`config.mk`:
```
export PLATFORM = sky130hd
export DESIGN_NAME = cyc_irq_timer
export DESIGN_NICKNAME = d
export VERILOG_FILES = /design/src/rtl/timer_pkg.sv /design/src/rtl/load_pointer.sv /design/src/rtl/down_counter.sv /design/src/rtl/irq_ctrl.sv /design/src/rtl/cyc_irq_timer.sv
export SDC_FILE = /design/constraint.sdc
export NUM_CORES = 1
export LEC_CHECK = 0
export ABC_CLOCK_PERIOD_IN_PS = 2400
export BUFFER_PORTS_ARGS = -buffer_cell sky130_fd_sc_hd__buf_4
export CAP_MARGIN = 20
export CORE_UTILIZATION = 40
export DETAILED_ROUTE_END_ITERATION = 8
export SYNTH_ARGS = -nofsm -noshare
export SYNTH_HDL_FRONTEND = slang
export SYNTH_SLANG_ARGS = --single-unit
```
`constraint.sdc`:
```
create_clock -name clk -period 2.4 [get_ports clk]
set_clock_uncertainty 0.1 [all_clocks]
set_input_delay 0.36 -clock clk [delete_from_list [all_inputs] [get_ports clk]]
set_output_delay 0.36 -clock clk [all_outputs]
set_load 0.05 [all_outputs]
```
`src/rtl/timer_pkg.sv`:
```
package timer_pkg;
  // Which byte of the count the next load write replaces.
  typedef enum logic {
    PTR_HI = 1'b0,
    PTR_LO = 1'b1
  } byte_sel_e;
endpackage

```
`src/rtl/load_pointer.sv`:
```
module load_pointer
  import timer_pkg::*;
(
  input  logic clk,
  input  logic rst,
  input  logic load_we,
  input  logic ctrl_we,
  output logic ptr_lo
);
  byte_sel_e ptr_q;

  // A control write returns the pointer to the upper byte. It takes
  // priority over a load write in the same cycle; that load still uses
  // the pointer value it saw.
  always_ff @(posedge clk) begin
    if (rst)          ptr_q <= PTR_HI;
    else if (ctrl_we) ptr_q <= PTR_HI;
    else if (load_we) ptr_q <= (ptr_q == PTR_HI) ? PTR_LO : PTR_HI;
  end

  assign ptr_lo = (ptr_q == PTR_LO);
endmodule

```
`src/rtl/down_counter.sv`:
```
module down_counter #(
  parameter int DATA_W = 8,
  parameter int NBYTES = 2,
  localparam int CNT_W = NBYTES * DATA_W
) (
  input  logic              clk,
  input  logic              rst,
  input  logic              load_we,
  input  logic              ptr_lo,
  input  logic [DATA_W-1:0] wdata,
  input  logic              dec_en,
  output logic [CNT_W-1:0]  count,
  output logic              count_zero
);
  logic [CNT_W-1:0]  count_q;
  logic [CNT_W-1:0]  count_wr;
  logic [NBYTES-1:0] lane_wr;

  // One lane per byte. The low pointer addresses lane 0 and the high
  // pointer addresses the top lane; every other lane keeps its live value.
  for (genvar g = 0; g < NBYTES; g++) begin : g_lane
    assign lane_wr[g] = load_we && (ptr_lo ? (g == 0) : (g == NBYTES - 1));
    assign count_wr[g*DATA_W +: DATA_W] =
      lane_wr[g] ? wdata : count_q[g*DATA_W +: DATA_W];
  end

  // A load write wins over a decrement in the same cycle.
  always_ff @(posedge clk) begin
    if (rst)          count_q <= '0;
    else if (load_we) count_q <= count_wr;
    else if (dec_en)  count_q <= count_q - CNT_W'(1);
  end

  assign count      = count_q;
  assign count_zero = (count_q == '0);
endmodule

```
`src/rtl/irq_ctrl.sv`:
```
module irq_ctrl (
  input  logic clk,
  input  logic rst,
  input  logic ctrl_we,
  input  logic en_wr,
  input  logic load_we,
  input  logic count_zero,
  output logic en_q,
  output logic irq_q,
  output logic dec_en
);
  logic wrap;

  // The counter steps past zero only when it actually decrements.
  assign wrap   = en_q && count_zero && !load_we;
  assign dec_en = en_q;

  // A written enable overrides the self-clear on a wrap.
  always_ff @(posedge clk) begin
    if (rst)          en_q <= 1'b0;
    else if (ctrl_we) en_q <= en_wr;
    else if (wrap)    en_q <= 1'b0;
  end

  // A wrap on the same edge as the acknowledge is never lost.
  always_ff @(posedge clk) begin
    if (rst)          irq_q <= 1'b0;
    else if (wrap)    irq_q <= 1'b1;
    else if (ctrl_we) irq_q <= 1'b0;
  end
endmodule

```
`src/rtl/cyc_irq_timer.sv`:
```
module cyc_irq_timer #(
  parameter int DATA_W = 8,
  parameter int EN_BIT = 4,
  localparam int NBYTES = 2,
  localparam int CNT_W  = NBYTES * DATA_W
) (
  input  logic              clk,
  input  logic              rst,
  input  logic              load_we,
  input  logic              ctrl_we,
  input  logic [DATA_W-1:0] wdata,
  output logic              irq,
  output logic [CNT_W-1:0]  count
);
  logic ptr_lo;
  logic count_zero;
  logic dec_en;
  logic en_q;

  load_pointer u_ptr (
    .clk     (clk),
    .rst     (rst),
    .load_we (load_we),
    .ctrl_we (ctrl_we),
    .ptr_lo  (ptr_lo)
  );

  down_counter #(
    .DATA_W (DATA_W),
    .NBYTES (NBYTES)
  ) u_cnt (
    .clk        (clk),
    .rst        (rst),
    .load_we    (load_we),
    .ptr_lo     (ptr_lo),
    .wdata      (wdata),
    .dec_en     (dec_en),
    .count      (count),
    .count_zero (count_zero)
  );

  irq_ctrl u_irq (
    .clk        (clk),
    .rst        (rst),
    .ctrl_we    (ctrl_we),
    .en_wr      (wdata[EN_BIT]),
    .load_we    (load_we),
    .count_zero (count_zero),
    .en_q       (en_q),
    .irq_q      (irq),
    .dec_en     (dec_en)
  );
endmodule

```
==> results.toml, run 1 <==
[run_status]
status = "complete, no violations"

[global_route]
grt_pass1_vias = 1177
grt_usage_pct = 22.6
grt-ovfl-total = 0
grt_max_degree = 25
grt_pass1_wl_um = 5630
grt_antenna_before_repair = 0

[final_layout]
areaGrowthSynthToFinish_pct = 22.2
diodes = 0
final_cells = 203
layout_commonest_cell = "buf_4"
final_layout_size_suffix_gt1_share_pct = 23.8
mostFrequentLayoutCells = "buf_4 (31), dfxtp_1 (19), nor2_1 (15)"
fin_nets = 186

[logic_synthesis]
ys.warnings.count = 0
async_flop_share_pct = 0
ys_ff_latch = 19
synth_area_um2 = 1190
synth_edf_count = 0
yosysSeqAreaShare_pct = 32.1
synthFlopType = "dfxtp_1"
synthesis.instances = 144
avgSynthCellArea_um2 = 8.24
syn_nets = 157
ys_types = 47

[clock_tree]
cts_made_buffers = 3
ctsHoldBuffers = 0
cts_setup_buffers = 0
path_clk_slew_ns = 0.12
cts_root_buf = "clkbuf_4"
cts_tree = "built"
insertion_delay_ns = 0.31
clockBufferDepth = 2
cts.htree.levels = 1
ctsResizeCount = 0
cts.sinks = 19

[setup_path]
cp.arrival_ns = 2.02
reg2reg_depth = 6
end_kind = "flip-flop"
startpoint_type = "flip-flop"
cp.required_ns = 2.49
critical_path_peak_fanout = 6
worstSetupPathType = "reg2reg"

[drt]
drt_wl_total_um = 3310
drc = 0
dr.pass1.iters = 4
routed.top_layer = "met4"
vias_per_cell = 6.03
ant_nets = 0
wl_met3_um = 158
routed-wl-met2_um = 1590
vias = 1225
drtIter0Drc = 50
post_drt_wl_per_cell_um = 16.3
wl_met1_um = 1490

[pwr]
p_per_area_nw_per_um2 = 594
p_leak_uw = 0.000574
p_total_uw = 861
vdd_ir_drop_max_mv = 0.384

[sta]
hold_ws_ns = 0.127
fmax_mhz = 517
finalCritPeriodShare_pct = 80.6
tightest_slew_ns = 0.434
finalHoldViolCount = 0
drv_slew = 0
fin_crit_ns = 1.93
finalSetupViolCount = 0
rsz0062_at_grt = "false"
fin_tns_setup_ns = 0
max-slew-margin-rel_pct = 70.9

[placement]
placed_cells = 199
hpwl_um = 2460
portBuffers = 28
gp_congestion = 0.855

[floorplan]
num_rows = 19
boundaryPins = 29
initial_core_util_pct = 42.6
die-area_um2 = 3190
die_w_um = 56.5
core_um2 = 2780
fp.dieH_um = 56.5

[min_path]
hold_depth = 2
hold_path.class = "in2reg"

[job]
drv_cap = 0
[state kept, by name, indices dropped and copies added, names as in the netlist]
register / flops
u_cnt.count: 16
u_irq.dec_en: 1
u_irq.irq_q: 1
u_ptr.ptr_lo: 1
[cell type report]
cell class | count | area (um2)
flip-flops and latches | 19 | 380
fillers | 282 | 1330
clock inverters | 1 | 5.00
well taps | 31 | 38.8
repair buffers | 31 | 233
clock buffers | 3 | 22.5
multi-input cells | 112 | 747
inverters | 6 | 22.5
[through the flow]
stage | utilization, % | area (um2) | setup slack [ns]
2_1_floorplan | - | 1190 | 0.380
3_3_place_gp | 51.1 | 1420 | 0.519
3_5_place_dp | 51.1 | 1420 | 0.485
4_1_cts | 52.1 | 1450 | 0.470
5_1_grt | 52.1 | 1450 | 0.358
6_report | 52.1 | 1450 | 0.465
[routing by layer]
metal	GRT usage [%]	up-vias
met5	0	-
met4	9.41	0
met3	3.46	10
met2	36.6	38
met1	29.6	572
li1	-	605
[power by group]
| group | internal, uW | leakage [uW] | switching (uW) |
|---|---|---|---|
| clock | 62.2 | 0.0000177 | 109 |
| sequential | 339 | 0.000156 | 43.9 |
| combinational | 117 | 0.000400 | 191 |
[path summary, 6_finish.rpt]
kind                                   endpoint             from  slack, ns
worst max-delay path             u_cnt.count[6]   u_cnt.count[0]       0.47
worst min-delay path               u_ptr.ptr_lo          ctrl_we       0.13
worst max register to register   u_cnt.count[6]   u_cnt.count[0]       0.47
worst min register to register  u_cnt.count[12]  u_cnt.count[12]       0.46
[cell families after synthesis]
family	count (synthesis)	share of synthesized area [%]
AND/OR/NAND/NOR	58	28.7
adder cells (fa/ha/maj)	1	1.05
multiplexers	6	5.17
buffers and inverters	13	4.96
flip-flops	19	32.1
XOR/XNOR	5	3.69
AO/OA/AOI/OAI	42	24.4
[worst max-delay path, stage by stage (launching register included)]
cell	delay, ns
dfxtp_1	0.37
inv_1	0.07
ha_1	0.21
or4b_4	0.48
or4_1	0.41
o21ai_1	0.09
a21oi_1	0.07
[cell usage after synthesis, types with 3 or more instances]
master | instances | area (um2)
nand2_1 | 11 | 41.3
mux2i_1 | 5 | 50.1
a21oi_1 | 8 | 40.0
nor2_1 | 15 | 56.3
o211ai_1 | 4 | 30.0
clkbuf_1 | 3 | 11.3
dfxtp_1 | 19 | 380
nand4_1 | 5 | 31.3
inv_1 | 5 | 18.8
nor2b_1 | 3 | 18.8
a211oi_1 | 4 | 30.0
xnor2_1 | 4 | 35.0
nand3_1 | 3 | 15.0
a311oi_1 | 3 | 26.3
o21ai_0 | 8 | 40.0
nor3_1 | 7 | 35.0
Power figures use the tool's default switching activity.
==> run 2: changes to the inputs <==
--- a/config.mk
+++ b/config.mk
@@ -5,7 +5,8 @@
 export SDC_FILE = /design/constraint.sdc
 export NUM_CORES = 1
 export LEC_CHECK = 0
-export ABC_CLOCK_PERIOD_IN_PS = 2400
+export ABC_AREA = 1
+export ABC_CLOCK_PERIOD_IN_PS = 1650
 export BUFFER_PORTS_ARGS = -buffer_cell sky130_fd_sc_hd__buf_4
 export CAP_MARGIN = 20
 export CORE_UTILIZATION = 40
==> constraint.sdc (replaced) <==
create_clock -name clk -period 1.65 [get_ports clk]
set_clock_uncertainty 0.1 [all_clocks]
set_input_delay 0.2475 -clock clk [delete_from_list [all_inputs] [get_ports clk]]
set_output_delay 0.2475 -clock clk [all_outputs]
set_load 0.05 [all_outputs]
==> run 2 against run 1 <==
  * The run now ends with design-rule violations left
  * Count of clock-buffer cells in the layout rose by 1
  * Largest cell class unchanged
  * First-iteration DRC count rose by 42%
  * Critical endpoint is now u_cnt.count[14]
  * Cell count rose by 31%
  * Highest routed layer unchanged
  * Synthesized cell count rose by 44%
  * Wire length rose by 1.7%
==> results.toml, run 2 <==
[run_status]
status = "complete, but fails checks"
violations = "design-rule violations"

[drt]
dr.pass1.iters = 6
vias_per_cell = 5.13
drc = 2
vias = 1360
post_drt_wl_per_cell_um = 12.7
drt_wl_total_um = 3370
ant_nets = 0
drtIter0Drc = 71

[final_layout]
fill_cells = 304
diodes = 0
layout_commonest_cell = "nand2_1"
fin_nets = 248
fin_util_pct = 52.5
largest_reg_flops = 16
final_layout_size_suffix_gt1_share_pct = 18.4
areaGrowthSynthToFinish_pct = 19.7
mostFrequentLayoutCells = "nand2_1 (63), buf_4 (30), nor2_1 (27)"

[clock_tree]
cts_setup_buffers = 0
cts_tree = "built"
ctsResizeCount = 0
cts.sinks = 19
cts.htree.levels = 1
cts_made_buffers = 3
path_clk_slew_ns = 0.12
ctsHoldBuffers = 0
cts_root_buf = "clkbuf_4"
clockBufferDepth = 2
insertion_delay_ns = 0.30

[setup_path]
worstSetupPathType = "reg2reg"
end_kind = "flip-flop"
r2r_slack_ns = 0.17
cp.required_ns = 1.79
cp.arrival_ns = 1.61
critical_path_peak_fanout = 5
startpoint_type = "flip-flop"

[logic_synthesis]
synthesis.instances = 207
async_flop_share_pct = 0
yosys-top-cells-area = "dfxtp_1 (30%), nand2_1 (19%), nor2_1 (8.1%), inv_1 (6.9%), o21ai_0 (6.4%)"
avgSynthCellArea_um2 = 6.05
synthFlopType = "dfxtp_1"
synth_top_area_share_pct = 30.4
syn_nets = 220
yosysSeqAreaShare_pct = 30.4
ys_types = 27
synth_edf_count = 0
ys_ff_latch = 19
yosysMostFrequentCell = "nand2_1"
yosys-top-cells-count = "nand2_1 (63), nor2_1 (27), inv_1 (23)"
yosys.area.top_type = "dfxtp_1"
synth_area_um2 = 1250
ys.warnings.count = 0

[global_route]
grt_pass1_vias = 1229
grt_use_met2_pct = 33.2
grt_antenna_before_repair = 0
grt_usage_pct = 21.9
grt_max_degree = 18
met3_usage_pct = 2.90
grt-ovfl-total = 0
busiest_layer = "met2"
grt_pass1_wl_um = 5580
grt_util_met1_pct = 30.4

[floorplan]
boundaryPins = 29
core_um2 = 2850
die-area_um2 = 3360
die_w_um = 58.0
fp.dieH_um = 58.0
num_rows = 19
initial_core_util_pct = 43.9

[min_path]
hold_path.class = "in2reg"

[sta]
hold_ws_ns = 0.0579
max-slew-margin-rel_pct = 73.9
finalCritPeriodShare_pct = 89.4
fin_crit_ns = 1.48
finalHoldViolCount = 0
drv_slew = 0
fin_tns_setup_ns = 0
fmax_mhz = 678
rsz0062_at_grt = "false"
finalSetupViolCount = 0
tightest_slew_ns = 0.392

[pwr]
vdd_ir_drop_max_mv = 0.478
p_leak_uw = 0.000793
p_per_area_nw_per_um2 = 908

[placement]
gp_congestion = 0.849
hpwl_um = 2560
portBuffers = 28

[job]
drv_cap = 0
-- run 2: changes by cell type after synthesis, moves of 5 or more --
cell     before  now
inv_1         5   23
a21oi_1       8   15
o21ai_0       8   16
nand3_1       3   14
mux2i_1       5    0
nand2_1      11   63
nor2_1       15   27
nor3_1        7    2
-- run 2: power by group --
part | total (uW) | internal [uW] | switching [uW]
clock | 249 | 94.3 | 155
sequential | 542 | 495 | 47.9
combinational | 570 | 189 | 381
total | 1360 | 778 | 584
-- run 2: logic make-up (layout without fill, tap and decap cells) --
group,after synthesis,after routing,synth area share [%]
AND/OR/NAND/NOR,118,118,41.0
AO/OA/AOI/OAI,36,36,15.3
buffers and inverters,31,58,11.0
flip-flops,19,19,30.4
XOR/XNOR,2,2,1.40
adder cells (fa/ha/maj),1,1,0.999
-- run 2: final timing paths --
| path | startpoint | endpoint | cells after the start |
|---|---|---|---|
| hold reg to reg | u_cnt.count[10] | u_cnt.count[10] | 2 |
| setup / recovery | u_cnt.count[0] | u_cnt.count[14] | 8 |
| setup reg to reg | u_cnt.count[0] | u_cnt.count[14] | 8 |
| hold / removal | rst | u_cnt.count[4] | 2 |
-- run 2: cell type report --
cell class	instances	area, um2	area share [%]
Clock buffer	4	26.3	1.75
Inverter	24	92.6	6.18
Multi-Input combinational cell	157	734	49.0
Sequential cell	19	382	25.5
Tap cell	31	38.8	2.59
Timing Repair Buffer	30	225	15.0
-- run 2: critical path, cell delays in order, from the launching register on --
cell	delay [ns]
dfxtp_2	0.34
inv_1	0.10
ha_1	0.23
nand2_2	0.12
nor2_4	0.17
nand4_1	0.09
nand2_1	0.07
nand2_1	0.04
a21oi_1	0.14
-- run 2: metal layers --
layer	vias to the layer above	wire length, um
met5	-	0
met4	0	63
met3	7	174
met2	43	1560
met1	597	1570
li1	713	-
-- run 2: metrics by stage --
| stage | std cells | cell area, um2 | total power [uW] | setup slack [ns] |
|---|---|---|---|---|
| 3_3_place_gp | 261 | 1470 | 1120 | 0.179 |
| 6_report | 265 | 1500 | 1360 | 0.175 |
| 2_1_floorplan | 207 | 1250 | 976 | 0.00111 |
| 3_5_place_dp | 261 | 1470 | 1120 | 0.155 |
| 5_1_grt | 265 | 1500 | 1460 | 0.0332 |
| 4_1_cts | 265 | 1500 | 1370 | 0.164 |
